`src/rtl/i2c_ar_pkg.sv`:
```
package i2c_ar_pkg;
    localparam int ADDR_W  = 10;
    localparam int SHORT_W = 7;
    localparam int BYTE_W  = 8;
    localparam logic [4:0] HDR_TAG = 5'b11110;

    typedef enum logic [2:0] {
        ST_IDLE,
        ST_ADDR,
        ST_ACK,
        ST_MATCHED,
        ST_IGNORE
    } state_e;

    typedef enum logic [1:0] {
        RES_MISS,
        RES_HDR,
        RES_FULL
    } res_e;
endpackage

```
`src/rtl/i2c_ar_busmon.sv`:
```
module i2c_ar_busmon (
    input  logic clk,
    input  logic rst_n,
    input  logic scl_i,
    input  logic sda_i,
    output logic scl_rise_o,
    output logic scl_fall_o,
    output logic start_o,
    output logic stop_o
);
    typedef struct packed {
        logic scl;
        logic sda;
    } line_t;

    line_t d, q;

    always_comb begin
        d.scl = scl_i;
        d.sda = sda_i;
    end

    always_ff @(posedge clk or negedge rst_n) begin
        if (!rst_n) q <= '{scl: 1'b1, sda: 1'b1};
        else        q <= d;
    end

    assign scl_rise_o = scl_i && !q.scl;
    assign scl_fall_o = !scl_i && q.scl;
    assign start_o    = scl_i && q.scl && q.sda && !sda_i;
    assign stop_o     = scl_i && q.scl && !q.sda && sda_i;
endmodule

```
`src/rtl/i2c_ar_shift.sv`:
```
module i2c_ar_shift #(
    parameter int BYTE_W = 8
) (
    input  logic              clk,
    input  logic              rst_n,
    input  logic              clr_i,
    input  logic              shift_i,
    input  logic              bit_i,
    output logic [BYTE_W-1:0] byte_o,
    output logic              full_o
);
    localparam int CNT_W = $clog2(BYTE_W + 1);

    typedef struct packed {
        logic [BYTE_W-1:0] data;
        logic [CNT_W-1:0]  cnt;
    } shf_t;

    shf_t d, q;

    always_comb begin
        d = q;
        if (clr_i) begin
            d.data = '0;
            d.cnt  = '0;
        end else if (shift_i && !full_o) begin
            d.data = {q.data[BYTE_W-2:0], bit_i};
            d.cnt  = q.cnt + 1'b1;
        end
    end

    always_ff @(posedge clk or negedge rst_n) begin
        if (!rst_n) q <= '0;
        else        q <= d;
    end

    assign byte_o = q.data;
    assign full_o = (q.cnt == CNT_W'(BYTE_W));

    AST_CNT_BOUND: assert property (@(posedge clk) disable iff (!rst_n)
        q.cnt <= CNT_W'(BYTE_W));
endmodule

```
`src/rtl/i2c_ar_match.sv`:
```
module i2c_ar_match
    import i2c_ar_pkg::*;
(
    input  logic [BYTE_W-1:0]  byte_i,
    input  logic               second_i,
    input  logic               mode10_i,
    input  logic               dual_en_i,
    input  logic               hdr_ok_i,
    input  logic [ADDR_W-1:0]  own_i,
    input  logic [SHORT_W-1:0] own2_i,
    output res_e               res_o,
    output logic               tx_o,
    output logic               dual_o
);
    logic hdr_hit, hit1, hit2;

    assign hdr_hit = (byte_i[7:3] == HDR_TAG) && (byte_i[2:1] == own_i[9:8]);
    assign hit1    = (byte_i[7:1] == own_i[SHORT_W-1:0]);
    assign hit2    = dual_en_i && (byte_i[7:1] == own2_i);

    always_comb begin
        res_o  = RES_MISS;
        tx_o   = 1'b0;
        dual_o = 1'b0;
        if (second_i) begin
            if (byte_i == own_i[BYTE_W-1:0]) res_o = RES_FULL;
        end else if (mode10_i) begin
            if (hdr_hit && !byte_i[0]) begin
                res_o = RES_HDR;
            end else if (hdr_hit && hdr_ok_i) begin
                res_o = RES_FULL;
                tx_o  = 1'b1;
            end
        end else if (hit1 || hit2) begin
            res_o  = RES_FULL;
            tx_o   = byte_i[0];
            dual_o = !hit1 && hit2;
        end
    end
endmodule

```
`src/rtl/i2c_addr_recognizer.sv`:
```
module i2c_addr_recognizer
    import i2c_ar_pkg::*;
(
    input  logic               clk,
    input  logic               rst_n,
    input  logic               scl_i,
    input  logic               sda_i,
    input  logic               mode10_i,
    input  logic               dual_en_i,
    input  logic               ack_en_i,
    input  logic               evt_irq_en_i,
    input  logic [ADDR_W-1:0]  own_addr_i,
    input  logic [SHORT_W-1:0] own_addr2_i,
    input  logic               sr1_rd_i,
    input  logic               sr2_rd_i,
    output logic               ack_o,
    output logic               addr_flag_o,
    output logic               irq_o,
    output logic               dual_hit_o,
    output logic               tx_mode_o
);
    typedef struct packed {
        state_e state;
        logic   second;
        res_e   pend;
        logic   pend_tx;
        logic   pend_dual;
        logic   hdr_ok;
        logic   ack;
        logic   flag;
        logic   armed;
        logic   tx;
        logic   dual;
    } ctl_t;

    ctl_t d, q;

    logic scl_rise_w, scl_fall_w, start_w, stop_w;
    logic shift_clr_w, shift_en_w, byte_full_w;
    logic [BYTE_W-1:0] byte_w;
    res_e res_w;
    logic res_tx_w, res_dual_w;

    i2c_ar_busmon u_busmon (
        .clk        (clk),
        .rst_n      (rst_n),
        .scl_i      (scl_i),
        .sda_i      (sda_i),
        .scl_rise_o (scl_rise_w),
        .scl_fall_o (scl_fall_w),
        .start_o    (start_w),
        .stop_o     (stop_w)
    );

    assign shift_en_w = scl_rise_w && (q.state == ST_ADDR);

    i2c_ar_shift #(.BYTE_W(BYTE_W)) u_shift (
        .clk     (clk),
        .rst_n   (rst_n),
        .clr_i   (shift_clr_w),
        .shift_i (shift_en_w),
        .bit_i   (sda_i),
        .byte_o  (byte_w),
        .full_o  (byte_full_w)
    );

    i2c_ar_match u_match (
        .byte_i    (byte_w),
        .second_i  (q.second),
        .mode10_i  (mode10_i),
        .dual_en_i (dual_en_i),
        .hdr_ok_i  (q.hdr_ok),
        .own_i     (own_addr_i),
        .own2_i    (own_addr2_i),
        .res_o     (res_w),
        .tx_o      (res_tx_w),
        .dual_o    (res_dual_w)
    );

    always_comb begin
        d = q;
        shift_clr_w = 1'b0;

        // host clear sequence: first strobe arms, second strobe clears
        if (sr1_rd_i && q.flag) d.armed = 1'b1;
        if (sr2_rd_i && q.armed) begin
            d.flag  = 1'b0;
            d.armed = 1'b0;
        end

        if (stop_w) begin
            d.state  = ST_IDLE;
            d.ack    = 1'b0;
            d.hdr_ok = 1'b0;
        end else if (start_w) begin
            d.state     = ST_ADDR;
            d.second    = 1'b0;
            d.ack       = 1'b0;
            shift_clr_w = 1'b1;
        end else begin
            unique case (q.state)
                ST_ADDR: begin
                    if (scl_fall_w && byte_full_w) begin
                        if (res_w == RES_MISS) begin
                            d.state  = ST_IGNORE;
                            d.hdr_ok = 1'b0;
                        end else begin
                            d.state     = ST_ACK;
                            d.ack       = ack_en_i;
                            d.pend      = res_w;
                            d.pend_tx   = res_tx_w;
                            d.pend_dual = res_dual_w;
                            if (res_w == RES_HDR) d.hdr_ok = 1'b0;
                        end
                    end
                end
                ST_ACK: begin
                    if (scl_fall_w) begin
                        d.ack       = 1'b0;
                        shift_clr_w = 1'b1;
                        if (q.pend == RES_HDR) begin
                            d.state  = ST_ADDR;
                            d.second = 1'b1;
                        end else begin
                            d.state = ST_MATCHED;
                            d.flag  = 1'b1;
                            d.armed = 1'b0;
                            d.tx    = q.pend_tx;
                            d.dual  = q.pend_dual;
                            if (q.second) d.hdr_ok = 1'b1;
                        end
                    end
                end
                default: ;
            endcase
        end
    end

    always_ff @(posedge clk or negedge rst_n) begin
        if (!rst_n) begin
            q <= '{state: ST_IDLE, pend: RES_MISS, default: 1'b0};
        end else begin
            q <= d;
        end
    end

    assign ack_o       = q.ack;
    assign addr_flag_o = q.flag;
    assign irq_o       = q.flag && evt_irq_en_i;
    assign dual_hit_o  = q.dual;
    assign tx_mode_o   = q.tx;

    AST_ACK_EDGE_ALIGNED: assert property (@(posedge clk) disable iff (!rst_n)
        !$stable(ack_o) |-> $past(scl_fall_w || start_w || stop_w));
    AST_ACK_NEEDS_EN: assert property (@(posedge clk) disable iff (!rst_n)
        $rose(ack_o) |-> $past(ack_en_i));
    AST_FLAG_SET_ALIGNED: assert property (@(posedge clk) disable iff (!rst_n)
        $rose(addr_flag_o) |-> $past(scl_fall_w));
    AST_FLAG_CLR_SEQ: assert property (@(posedge clk) disable iff (!rst_n)
        $fell(addr_flag_o) |-> $past(sr2_rd_i));
    AST_NO_ACK_IGNORED: assert property (@(posedge clk) disable iff (!rst_n)
        (q.state == ST_IGNORE) |-> !ack_o);
    AST_TX10_NEEDS_HDR: assert property (@(posedge clk) disable iff (!rst_n)
        ($rose(tx_mode_o) && mode10_i) |-> $past(q.hdr_ok));
endmodule

```
`config.mk`:
```
export PLATFORM = sky130hd
export DESIGN_NAME = i2c_addr_recognizer
export DESIGN_NICKNAME = d
export VERILOG_FILES = /design/src/rtl/i2c_ar_pkg.sv /design/src/rtl/i2c_ar_busmon.sv /design/src/rtl/i2c_ar_shift.sv /design/src/rtl/i2c_ar_match.sv /design/src/rtl/i2c_addr_recognizer.sv
export SDC_FILE = /design/constraint.sdc
export NUM_CORES = 1
export LEC_CHECK = 0
export ABC_AREA = 1
export BUFFER_PORTS_ARGS = -buffer_cell sky130_fd_sc_hd__buf_2
export CAP_MARGIN = 40
export CORE_ASPECT_RATIO = 2
export CORE_UTILIZATION = 50
export CTS_BUF_LIST = sky130_fd_sc_hd__clkbuf_4 sky130_fd_sc_hd__clkbuf_8
export CTS_CLUSTER_SIZE = 12
export DETAILED_ROUTE_END_ITERATION = 6
export PLACE_DENSITY = 0.71
export SYNTH_ARGS = -nofsm -noshare
export SYNTH_HDL_FRONTEND = slang
export SYNTH_SLANG_ARGS = --single-unit
```
`constraint.sdc`:
```
create_clock -name clk -period 2.1 [get_ports clk]
set_input_delay 0.315 -clock clk [delete_from_list [all_inputs] [get_ports clk]]
set_output_delay 0.315 -clock clk [all_outputs]
set_load 0.01 [all_outputs]
```
==> flow_summary_export.csv <==
group,metric,value,unit
global_routing,antenna_found_initial,0,
floorplanning,core_region_area,0.00334,sq mm
global_routing,gr-usage-met2,38.1,%
critical_path,crit_arrival,1940,ps
yosys,synthDistinctLibCells,28,
clock_network,cts_resized,0,
clock_network,numCtsBuffers,3,
clock_network,cts.sink_count,28,
global_routing,grtUsageTotal,21.0,%
drt,vias_per_cell,5.04,
layout,utilization,60.0,%
yosys,yosysSeqAreaShare,40.3,%
yosys,avgSynthCellArea,7.29,sq um
drt,wirelength,3520,microns
critical_path,critPathMaxStageDelay,380,ps
drt,routedWlPerCell,11.5,microns
power_and_ir_drop,combPwrFrac,32.1,%
yosys,ys_ff_latch,28,
timing,finalMaxSlewViolations,0,
yosys,synth_top_area_cell,"dfrtp_1",
power_and_ir_drop,p_sw_share,35.7,%
yosys,synth_top_area_share,37.3,%
yosys,ys_warn_count,0,
placement,gp_congestion,0.801,
floorplanning,io_pins,32,
drt,num_vias,1536,
timing,rsz0062_at_grt,"no",
global_routing,grt_max_degree,29,
clock_network,clk_pin_slew,100,ps
timing,slew-limit-headroom,59.0,%
power_and_ir_drop,p_leak,1.08,nW
power_and_ir_drop,p_per_area,892,mW/mm^2
drt,drtIter0Drc,31,
timing,tightest_slew,614,ps
run_status,violations,"design-rule violations",
global_routing,top_usage_layer,"met2",
placement,placed_area,0.00193,sq mm
global_routing,grtUsageMet1,22.4,%
drt,drc_errors,7,
clock_network,cts_hold_buf,0,
critical_path,worst_setup_path_end_kind,"register",
global_routing,grt_overflow,0,
clock_network,cts.root.buffer_cell,"clkbuf_8",
floorplanning,die_x,43.8,microns
yosys,synth_cells,239,
global_routing,grtUsageMet3,2.53,%
timing,fin_worst_skew,12.7,ps
floorplanning,die-area,0.00374,sq mm
power_and_ir_drop,p_clk_share,23.9,%
worst_hold_path,hold_path.class,"in2async",
yosys,netlist_top_cells_area,"dfrtp_1 (37%), nand2_1 (16%), inv_1 (8.2%)",
timing,min_period_over_period,85.2,%
floorplanning,die_h,85.5,microns
floorplanning,start_util,52.2,%
critical_path,worstPathMaxFanout,11,
power_and_ir_drop,seqPwrFrac,44.0,%
critical_path,slowest_stage,"dfrtp_1",
critical_path,crit_family,"simple AND/OR/NAND/NOR gates",
clock_network,clk_latency,280,ps
drt,postRouteAntennaNets,0,
timing,final-setup-viol-count,0,
clock_network,post-cts-setup-buffer-count,0,
critical_path,worstPathCellList,"inv_1, ha_1, nand2_1, nor2_2, nor4_4, inv_2, nand2_1, o22ai_1",
layout,fin_area,0.00200,sq mm
job,drv_cap,0,
global_routing,grt_pass1_vias,1486,
power_and_ir_drop,totalPowerFinal,1.79,mW
power_and_ir_drop,vdd_ir_drop_max,0.536,mV
critical_path,critPathRequiredTime,2250,ps
placement,hpwl,2770,microns
timing,setup_tns,0,ps
power_and_ir_drop,p_int,1.15,mW
layout,nets,303,
critical_path,worst-setup-path-type,"reg2reg",
timing,min_period,1790,ps
placement,io_buffers,31,
timing,hold_viol_final,0,
yosys,syn-num-nets,268,
clock_network,cts_tree,"built",
clock_network,cts_buffer_depth,2,
critical_path,critical_path_buf_inv_count,2,
layout,area_growth_syn_to_layout,15.0,%
yosys,netlist_area,0.00174,sq mm
power_and_ir_drop,switchingPower,0.639,mW
drt,firstDrtPassIters,6,
run_status,status,"finished, violations left",
floorplanning,row_count,30,
global_routing,grt_pass1_wl,5920,microns
layout,diodes,0,
timing,fmax,0.559,GHz
critical_path,crit_top_cell,"nand2_1",
critical_path,critPathLaunchType,"register",
layout,drive_above_1_share,20.5,%
clock_network,ctsHtreeMaxLevel,1,
stage by stage:
| stage | hold WS (ps) | setup slack, ps | instances |
|---|---|---|---|
| 2_1_floorplan | 19.4 | 512 | 239 |
| 3_3_place_gp | 364 | 364 | 301 |
| 3_5_place_dp | 372 | 334 | 301 |
| 4_1_cts | 63.7 | 332 | 305 |
| 5_1_grt | 94.6 | 152 | 305 |
| 6_report | 36.4 | 312 | 305 |
flip-flops by register name, summed over array words and instances (netlist names):
name	flops
addr_flag_o	1
q	10
u_shift.q	4
dual_hit_o	1
u_busmon.q	2
tx_mode_o	1
ack_o	1
u_shift.byte_o	8
final cells by class:
type                    count  area [sq um]
clock buffers               3          41.3
clock inverters             1          30.0
fillers                   316          1340
inverters                  42           158
multi-input cells         168           877
flip-flops and latches     28           703
well taps                  32          40.0
repair buffers             31           155
worst reg2reg max path: stages, from the launching register on:
cell and delay, ps:
dfrtp_1 380, inv_1 70, ha_1 190, nand2_1 70
nor2_2 50, nor4_4 330, inv_2 150, nand2_1 300
o22ai_1 120
power by group through the flow:
stage | combinational (mW) | sequential (mW) | clock (mW)
2_1_floorplan | 0.441 | 0.773 | 0
3_3_place_gp | 0.569 | 0.797 | 0
3_5_place_dp | 0.578 | 0.797 | 0
4_1_cts | 0.581 | 0.786 | 0.433
5_1_grt | 0.661 | 0.809 | 0.451
6_report | 0.575 | 0.787 | 0.427
cells by family after synthesis:
group / after synthesis / synth area share (%)
buf+inv: 43 / 9.33
flops: 28 / 40.3
simple gates: 130 / 34.7
fa+ha+maj: 2 / 1.44
compound gates: 24 / 8.18
xor+xnor: 12 / 6.03
cell usage after synthesis, drive strengths merged:
cell type / count
o21ai: 11
xnor2: 9
nand4: 6
nor4: 1
dfrtp: 26
a21boi: 1
o22ai: 7
xor2: 3
or2: 1
dfstp: 2
nor3: 2
nor3b: 2
ha: 2
inv: 42
nand2: 81
o21bai: 2
nor2: 25
nand3: 12
buf: 1
a21oi: 2
a211oi: 1
placed cells by master (no fill, tap or decap), types with 2 or more instances in the layout:
master    Yosys  final
nand2_1      76     76
inv_1        38     38
buf_2         1     31
dfrtp_1      26     26
nor2_1       20     20
nand3_1      12     12
xnor2_1       9      9
o22ai_1       7      7
o21ai_0       7      7
nand2_2       5      5
nor2_2        5      5
nand4_1       5      5
inv_2         4      4
o21ai_1       4      4
xor2_1        3      3
clkbuf_8      0      3
a21oi_1       2      2
o21bai_1      2      2
ha_1          2      2
dfstp_2       2      2
final timing paths:
path	startpoint	end	slack, ps	depth (start not counted)
setup reg to reg	u_shift.q[0]	u_shift.byte_o[1]	310	8
max in group asynchronous	rst_n	u_shift.byte_o[1]	1660	1
hold reg to reg	tx_mode_o	tx_mode_o	470	2
hold / removal	rst_n	u_shift.byte_o[0]	40	1
setup / recovery	u_shift.q[0]	u_shift.byte_o[1]	310	8
min in group clk	sda_i	u_busmon.q[0]	150	1
routing by layer:
metal	wire, microns	vias up	part of all wire (%)
met4	151	0	4.3
met3	94	11	2.7
met1	1400	684	40
li1	-	809	-
met5	0	-	0
met2	1870	32	53
(Power assumes the default switching activity.)
